## src/rtl/pwrseq_pkg.sv

```systemverilog
// Package: shared state encoding for the regulator power-up sequencer.
// Assumes: nothing beyond IEEE 1800-2017.
package pwrseq_pkg;

    typedef enum logic [3:0] {
        ST_SHUTDOWN   = 4'd0,
        ST_DELAY      = 4'd1,
        ST_WAIT_SET   = 4'd2,
        ST_RAMP_BOOT  = 4'd3,
        ST_DWELL      = 4'd4,
        ST_VID_READ   = 4'd5,
        ST_RAMP_FINAL = 4'd6,
        ST_REGULATE   = 4'd7,
        ST_OFF_HOLD   = 4'd8
    } seq_state_e;

    // True for states in which the power stage must stay off.
    function automatic logic state_is_off(seq_state_e s);
        return (s == ST_SHUTDOWN) || (s == ST_DELAY) ||
               (s == ST_WAIT_SET) || (s == ST_OFF_HOLD);
    endfunction

endpackage

```

## src/rtl/pwrseq_timer.sv

```systemverilog
// Module: cycle timer shared by the settling delay and the boot dwell.
// Counts while run is high and flags expiry on the last cycle of the window.
// Assumes: limit >= 1; clr is pulsed on every state change so each window
// starts from zero.
module pwrseq_timer #(
    parameter int TW = 8
) (
    input  logic          clk,
    input  logic          rst_n,
    input  logic          clr,
    input  logic          run,
    input  logic [TW-1:0] limit,
    output logic          expired
);

    logic [TW-1:0] cnt_q;

    // Count the cycles spent in a timed window.
    always_ff @(posedge clk) begin
        if (!rst_n || clr) begin
            cnt_q <= '0;
        end else if (run) begin
            cnt_q <= cnt_q + TW'(1);
        end
    end

    assign expired = run && (cnt_q == (limit - TW'(1)));

endmodule

```

## src/rtl/pwrseq_ramp_if.sv

```systemverilog
// Module: request/done handshake toward the external slew controller.
// A start strobe latches the target code and raises the request, which is
// held until done is sampled. Abort drops the request at once.
// Assumes: start is never asserted while a request is already pending.
module pwrseq_ramp_if #(
    parameter int CODE_W = 8
) (
    input  logic              clk,
    input  logic              rst_n,
    input  logic              abort,
    input  logic              start,
    input  logic [CODE_W-1:0] code,
    input  logic              ramp_done,
    output logic              ramp_req,
    output logic [CODE_W-1:0] ramp_target,
    output logic              finished
);

    logic req_q;
    logic [CODE_W-1:0] tgt_q;

    // Hold the request from start until done or abort.
    always_ff @(posedge clk) begin
        if (!rst_n || abort) begin
            req_q <= 1'b0;
        end else if (start) begin
            req_q <= 1'b1;
        end else if (req_q && ramp_done) begin
            req_q <= 1'b0;
        end
    end

    // Latch the target on each new request.
    always_ff @(posedge clk) begin
        if (!rst_n) begin
            tgt_q <= '0;
        end else if (start) begin
            tgt_q <= code;
        end
    end

    assign ramp_req    = req_q;
    assign ramp_target = tgt_q;
    assign finished    = req_q && ramp_done;

endmodule

```

## src/rtl/pwrseq_fsm.sv

```systemverilog
// Module: power-up state machine. It walks the soft-start periods
// delay, boot ramp, dwell and final ramp, plus the zero-boot wait and the
// OFF hold. Any loss of the qualified enable sends it to shutdown.
// Assumes: the timer expiry and the ramp finish come from the sibling
// modules, and all inputs are synchronous to clk.
module pwrseq_fsm #(
    parameter int CODE_W = 8
) (
    input  logic                   clk,
    input  logic                   rst_n,
    input  logic                   all_en,
    input  logic [CODE_W-1:0]      boot_code,
    input  logic                   set_valid,
    input  logic [CODE_W-1:0]      set_code,
    input  logic                   vid_rd_done,
    input  logic                   vid_rd_off,
    input  logic [CODE_W-1:0]      vid_rd_code,
    input  logic                   ramp_fin,
    input  logic                   tmr_done,
    output pwrseq_pkg::seq_state_e state,
    output logic                   tmr_clr,
    output logic                   tmr_run,
    output logic                   tmr_dwell,
    output logic                   ramp_start,
    output logic [CODE_W-1:0]      ramp_code
);
    import pwrseq_pkg::*;

    seq_state_e state_q, state_d;

    // State register.
    always_ff @(posedge clk) begin
        if (!rst_n) begin
            state_q <= ST_SHUTDOWN;
        end else begin
            state_q <= state_d;
        end
    end

    // Next-state and ramp-start decode.
    always_comb begin
        state_d    = state_q;
        ramp_start = 1'b0;
        ramp_code  = boot_code;
        if (!all_en) begin
            state_d = ST_SHUTDOWN;
        end else begin
            case (state_q)
                ST_SHUTDOWN: state_d = ST_DELAY;
                ST_DELAY: begin
                    if (tmr_done) begin
                        if (boot_code == '0) begin
                            state_d = ST_WAIT_SET;
                        end else begin
                            state_d    = ST_RAMP_BOOT;
                            ramp_start = 1'b1;
                            ramp_code  = boot_code;
                        end
                    end
                end
                ST_WAIT_SET: begin
                    if (set_valid && (set_code != '0)) begin
                        state_d    = ST_RAMP_FINAL;
                        ramp_start = 1'b1;
                        ramp_code  = set_code;
                    end
                end
                ST_RAMP_BOOT: begin
                    if (ramp_fin) state_d = ST_DWELL;
                end
                ST_DWELL: begin
                    if (tmr_done) state_d = ST_VID_READ;
                end
                ST_VID_READ: begin
                    if (vid_rd_done) begin
                        if (vid_rd_off) begin
                            state_d = ST_OFF_HOLD;
                        end else begin
                            state_d    = ST_RAMP_FINAL;
                            ramp_start = 1'b1;
                            ramp_code  = vid_rd_code;
                        end
                    end
                end
                ST_RAMP_FINAL: begin
                    if (ramp_fin) state_d = ST_REGULATE;
                end
                ST_REGULATE: state_d = ST_REGULATE;
                ST_OFF_HOLD: state_d = ST_OFF_HOLD;
                default:     state_d = ST_SHUTDOWN;
            endcase
        end
    end

    // Timer control derived from the current state.
    always_comb begin
        tmr_run   = (state_q == ST_DELAY) || (state_q == ST_DWELL);
        tmr_dwell = (state_q == ST_DWELL);
        tmr_clr   = (state_d != state_q);
    end

    assign state = state_q;

endmodule

```

## src/rtl/vr_powerup_seq.sv

```systemverilog
// Module: top of the regulator power-up sequencer. It qualifies the three
// enable inputs, runs the state machine with a shared timer and a ramp
// handshake, and registers the ready output.
// Assumes: DLY_CYCLES and DWELL_CYCLES are at least 1; comparator inputs are
// already synchronised to clk.
module vr_powerup_seq #(
    parameter int CODE_W       = 8,
    parameter int DLY_CYCLES   = 64,
    parameter int DWELL_CYCLES = 128
) (
    input  logic              clk,
    input  logic              rst_n,
    input  logic              por_ok,
    input  logic              en_a,
    input  logic              en_b,
    input  logic [CODE_W-1:0] boot_code,
    input  logic              set_valid,
    input  logic [CODE_W-1:0] set_code,
    input  logic              vid_rd_done,
    input  logic              vid_rd_off,
    input  logic [CODE_W-1:0] vid_rd_code,
    input  logic              ramp_done,
    input  logic              in_window,
    output logic              pwm_hiz,
    output logic              ramp_req,
    output logic [CODE_W-1:0] ramp_target,
    output logic              vid_rd_req,
    output logic              vr_ready
);
    import pwrseq_pkg::*;

    localparam int MAX_CYC = (DLY_CYCLES > DWELL_CYCLES) ? DLY_CYCLES : DWELL_CYCLES;
    localparam int TW      = $clog2(MAX_CYC + 1);

    logic              all_en;
    seq_state_e        state;
    logic              tmr_clr, tmr_run, tmr_dwell, tmr_done;
    logic              ramp_start, ramp_fin;
    logic [CODE_W-1:0] ramp_code;
    logic [TW-1:0]     tmr_limit;
    logic              ready_q;

    assign all_en    = por_ok && en_a && en_b;
    assign tmr_limit = tmr_dwell ? TW'(DWELL_CYCLES) : TW'(DLY_CYCLES);

    pwrseq_fsm #(.CODE_W(CODE_W)) i_fsm (
        .clk         (clk),
        .rst_n       (rst_n),
        .all_en      (all_en),
        .boot_code   (boot_code),
        .set_valid   (set_valid),
        .set_code    (set_code),
        .vid_rd_done (vid_rd_done),
        .vid_rd_off  (vid_rd_off),
        .vid_rd_code (vid_rd_code),
        .ramp_fin    (ramp_fin),
        .tmr_done    (tmr_done),
        .state       (state),
        .tmr_clr     (tmr_clr),
        .tmr_run     (tmr_run),
        .tmr_dwell   (tmr_dwell),
        .ramp_start  (ramp_start),
        .ramp_code   (ramp_code)
    );

    pwrseq_timer #(.TW(TW)) i_timer (
        .clk     (clk),
        .rst_n   (rst_n),
        .clr     (tmr_clr),
        .run     (tmr_run),
        .limit   (tmr_limit),
        .expired (tmr_done)
    );

    pwrseq_ramp_if #(.CODE_W(CODE_W)) i_ramp (
        .clk         (clk),
        .rst_n       (rst_n),
        .abort       (!all_en),
        .start       (ramp_start),
        .code        (ramp_code),
        .ramp_done   (ramp_done),
        .ramp_req    (ramp_req),
        .ramp_target (ramp_target),
        .finished    (ramp_fin)
    );

    // Ready follows the window flag once regulating.
    always_ff @(posedge clk) begin
        if (!rst_n) begin
            ready_q <= 1'b0;
        end else begin
            ready_q <= all_en && (state == ST_REGULATE) && in_window;
        end
    end

    assign pwm_hiz    = state_is_off(state);
    assign vid_rd_req = (state == ST_VID_READ);
    assign vr_ready   = ready_q;

endmodule

```

## config.mk

```make
export PLATFORM = sky130hd
export DESIGN_NAME = vr_powerup_seq
export DESIGN_NICKNAME = d
export VERILOG_FILES = /design/src/rtl/pwrseq_pkg.sv /design/src/rtl/pwrseq_timer.sv /design/src/rtl/pwrseq_ramp_if.sv /design/src/rtl/pwrseq_fsm.sv /design/src/rtl/vr_powerup_seq.sv
export SDC_FILE = /design/constraint.sdc
export NUM_CORES = 1
export LEC_CHECK = 0
export ABC_AREA = 1
export BUFFER_PORTS_ARGS = -buffer_cell sky130_fd_sc_hd__clkbuf_2
export CORE_MARGIN = 3
export CORE_UTILIZATION = 54
export DETAILED_ROUTE_END_ITERATION = 10
export PLACE_DENSITY_LB_ADDON = 0.3
export REMOVE_ABC_BUFFERS = 1
export SYNTH_ARGS = -nofsm -noshare
export SYNTH_HDL_FRONTEND = slang
export SYNTH_HIERARCHICAL = 1
export SYNTH_SLANG_ARGS = --single-unit
```

## constraint.sdc

```tcl
create_clock -name clk -period 2.8 [get_ports clk]
set_input_delay 0.7 -clock clk [delete_from_list [all_inputs] [get_ports clk]]
set_output_delay 0.7 -clock clk [all_outputs]
set_load 0.005 [all_outputs]
```

==> summary.md <==
- worst-case setup margin in the final layout: 0.283 ns
- maximum buffer depth of the clock tree: 2
- final-stage net count: 481
- worst hold-check path type: flop to flop
- Initial DRC Count: 158
- crit-path max FO: 6
- cell area power density: 272 nW/µm²
- TritonCTS clock tree: done
- Total Neg Setup Slack: 0 ns
- number of synthesis warnings: 6
- cell types occupying the most area after synthesis: nand2_1 (24%), dfxtp_1 (22%), nor2_1 (10%)
- total clock buffers created by CTS: 3
- clock slew seen by the registers of the worst setup and hold paths: 0.14 ns
- Synth Area per Inst: 5.33 µm²
- Die ar.: 4390 µm²
- via count of the routed design: 2,423
- worst slack, placed: 0.0947 ns
- gpl congestion: 1.01
- Max Freq: 397 MHz
- VDD IR max: 228 µV
- proportion of layout cells with a drive suffix above 1: 0.230
- total congestion overflow after global routing: 0
- total number of H-tree levels: 1
- FP Rows: 21
- share of the clock period used by the worst path after layout: 0.899
- Post-route DRC: 0
- leading cell types in the layout, fill and taps excluded: nand2_1 (121), nor2_1 (52), inv_1 (48)
- number of non-filler instances in the completed layout: 490
- area of the mapped netlist: 1960 µm²
- Mapped Cells: 368
- library cells used by synthesis: 27
- Finish-stage setup viols: 0
- largest net degree at the start of global routing: 16
- Initial Util: 0.574
- compound-cell area share of the yosys netlist: 0.138
- area leader, netlist: nand2_1
- Final Slew Violations: 0
- flops & latches, synth: 22
- placed instance count: 482
- data required time at the worst endpoint: 3.08 ns
- quantity of hold-fixing buffers added after cts: 0
- Static Leakage: 1.39 nW
- maxcap violations: 0
- kind of start point of the critical path: flop
- initial antenna violation count: 0
- sequential share of the synthesized area: 0.225
- first-pass detailed-route iteration total: 5
- synthesized-area fraction occupied by adder cells: 0.0128
- area of the core: 3420 µm²
- CTS Root Buffer Type: clkbuf_4
- vias in the first global route: 2,127
- Routed wire per std cell: 10.8 µm
- Die Ht: 66.3 µm
- growth of design area from synthesis to finish: 26.5%
- Antenna Diode Count: 0
- Clock Latency Late Sink: 0.32 ns
- final-layout fill cell count: 333
- proportion of synthesized area in mux cells: 0
- dpl hpwl: 4160 µm
- data arrival at the endpoint of the critical path: 2.80 ns
- Post-Synth Simple-Gate Area: 0.480
- Setup crit end kind: flop
- critical path class: flop to flop
- port buffer count: 45
- All-Layer GR Usage: 0.251
- horizontal extent of the die: 66.3 µm
- Fin Clk Skew: 0.00408 ns
- post-DR vias/cell: 4.94
- area share of the largest cell type after synthesis: 0.235
- final wirelength: 5280 µm
- final critical path time including I/O delays and setup: 2.52 ns
- commonest non-fill, non-tap cell in the layout: nand2_1
- Routed Antenna Nets: 0
- run status: completed
- Hold Violations, Final: 0
- top-level I/O count: 46
- largest family of logic cells by synthesized area: simple AND/OR/NAND/NOR gates
- wire length of the first global-routing pass: 8660 µm
- xor/xnor cell area share of the yosys netlist: 0.0134
- clock sink count: 22
[critical path: stages, from the launching register on]
cell and delay, ns:
dfxtp_4 0.40, nor2_4 0.16, nand2_1 0.11, o21ai_2 0.08, nand3_1 0.09, nor2_1 0.08, nand2_1 0.06, nor2_1 0.10
nand3_1 0.08, nor2_2 0.19, nand3_2 0.11, nand2_1 0.08, inv_1 0.04, nand2_1 0.08, nand2_1 0.08, nand2_1 0.07
nand3_1 0.06, nor2_1 0.09, nand2_1 0.07, nor2_2 0.14, inv_2 0.09, a21oi_1 0.12, o21a_1 0.12
[worst paths after layout]
kind | from | endpoint | slack [ns] | cells past startpoint
setup / recovery | i_fsm/state[2] | i_timer/cnt_q[3] | 0.28 | 22
hold / removal | i_ramp/ramp_req | i_ramp/ramp_req | 0.50 | 2
setup reg to reg | i_fsm/state[2] | i_timer/cnt_q[3] | 0.28 | 22
hold reg to reg | i_ramp/ramp_req | i_ramp/ramp_req | 0.50 | 2
[repair_timing]
| action | CTS | global route |
|---|---|---|
| gates resized for setup | 0 | 18 |
| endpoints found under the setup margin | 0 | 9 |
| setup buffers | 0 | 4 |
[through the flow]
step / total power [mW] / cell area, µm² / utilization / hold WS (ns)
global placement: 0.424 / 2350 / 0.689 / 0.471
detailed placement: 0.426 / 2350 / 0.689 / 0.481
floorplan: 0.383 / 2010 / - / 0.475
global route: 0.708 / 2480 / 0.726 / 0.548
CTS: 0.681 / 2410 / 0.705 / 0.514
finish: 0.675 / 2480 / 0.726 / 0.504
[flip-flops by register name (all words and copies together), names as in the netlist]
name                flops
i_ramp/ramp_target      8
i_timer/cnt_q           8
i_fsm/state             4
i_ramp/ramp_req         1
vr_ready                1
[cell usage after synthesis]
cell type,instances
o21a_1,2
inv_1,49
nor3b_1,1
a21oi_2,2
dfxtp_1,22
nand3b_1,1
o21ai_1,7
nor2_4,2
nor2_2,8
clkinv_2,1
nand2_1,123
o211ai_1,3
buf_2,1
nand3_2,2
xor2_1,2
a21oi_1,17
clkbuf_1,2
nand3_1,24
buf_4,1
conb_1,1
nor2_1,54
ha_1,2
nor3_1,6
inv_2,12
o21ai_0,19
nand2_2,3
xnor2_1,1
[where the power goes]
group | switching [mW] | internal [mW]
logic | 0.0679 | 0.0413
clock network | 0.109 | 0.145
registers | 0.00103 | 0.311
[cell families (layout without fill, tap and decap cells)]
group	count (synthesis)	in the layout
and+or+nand+nor	224	224
xor gates and xnor gates	3	3
adders and majority gates	2	2
other	1	20
DFF	22	22
AOI/OAI and AO/OA	50	50
buffers and inverters	66	123
[layer usage]
layer  global-route usage  part of all wire
met1                0.317              0.44
met2                0.437              0.48
met3               0.0391             0.064
met4               0.0660             0.017
met5                    0                 0
[final cells by class]
cell class	instances	area, µm²	area share
inverter	62	236	0.0953
sequential	22	453	0.183
clock buffer	3	22.5	0.00908
timing repair buffer	57	315	0.127
multi-input combinational	299	1370	0.551
clock inverter	1	30.0	0.0121
tap	46	57.6	0.0232
Note: power is estimated with default switching activity, not from simulation.
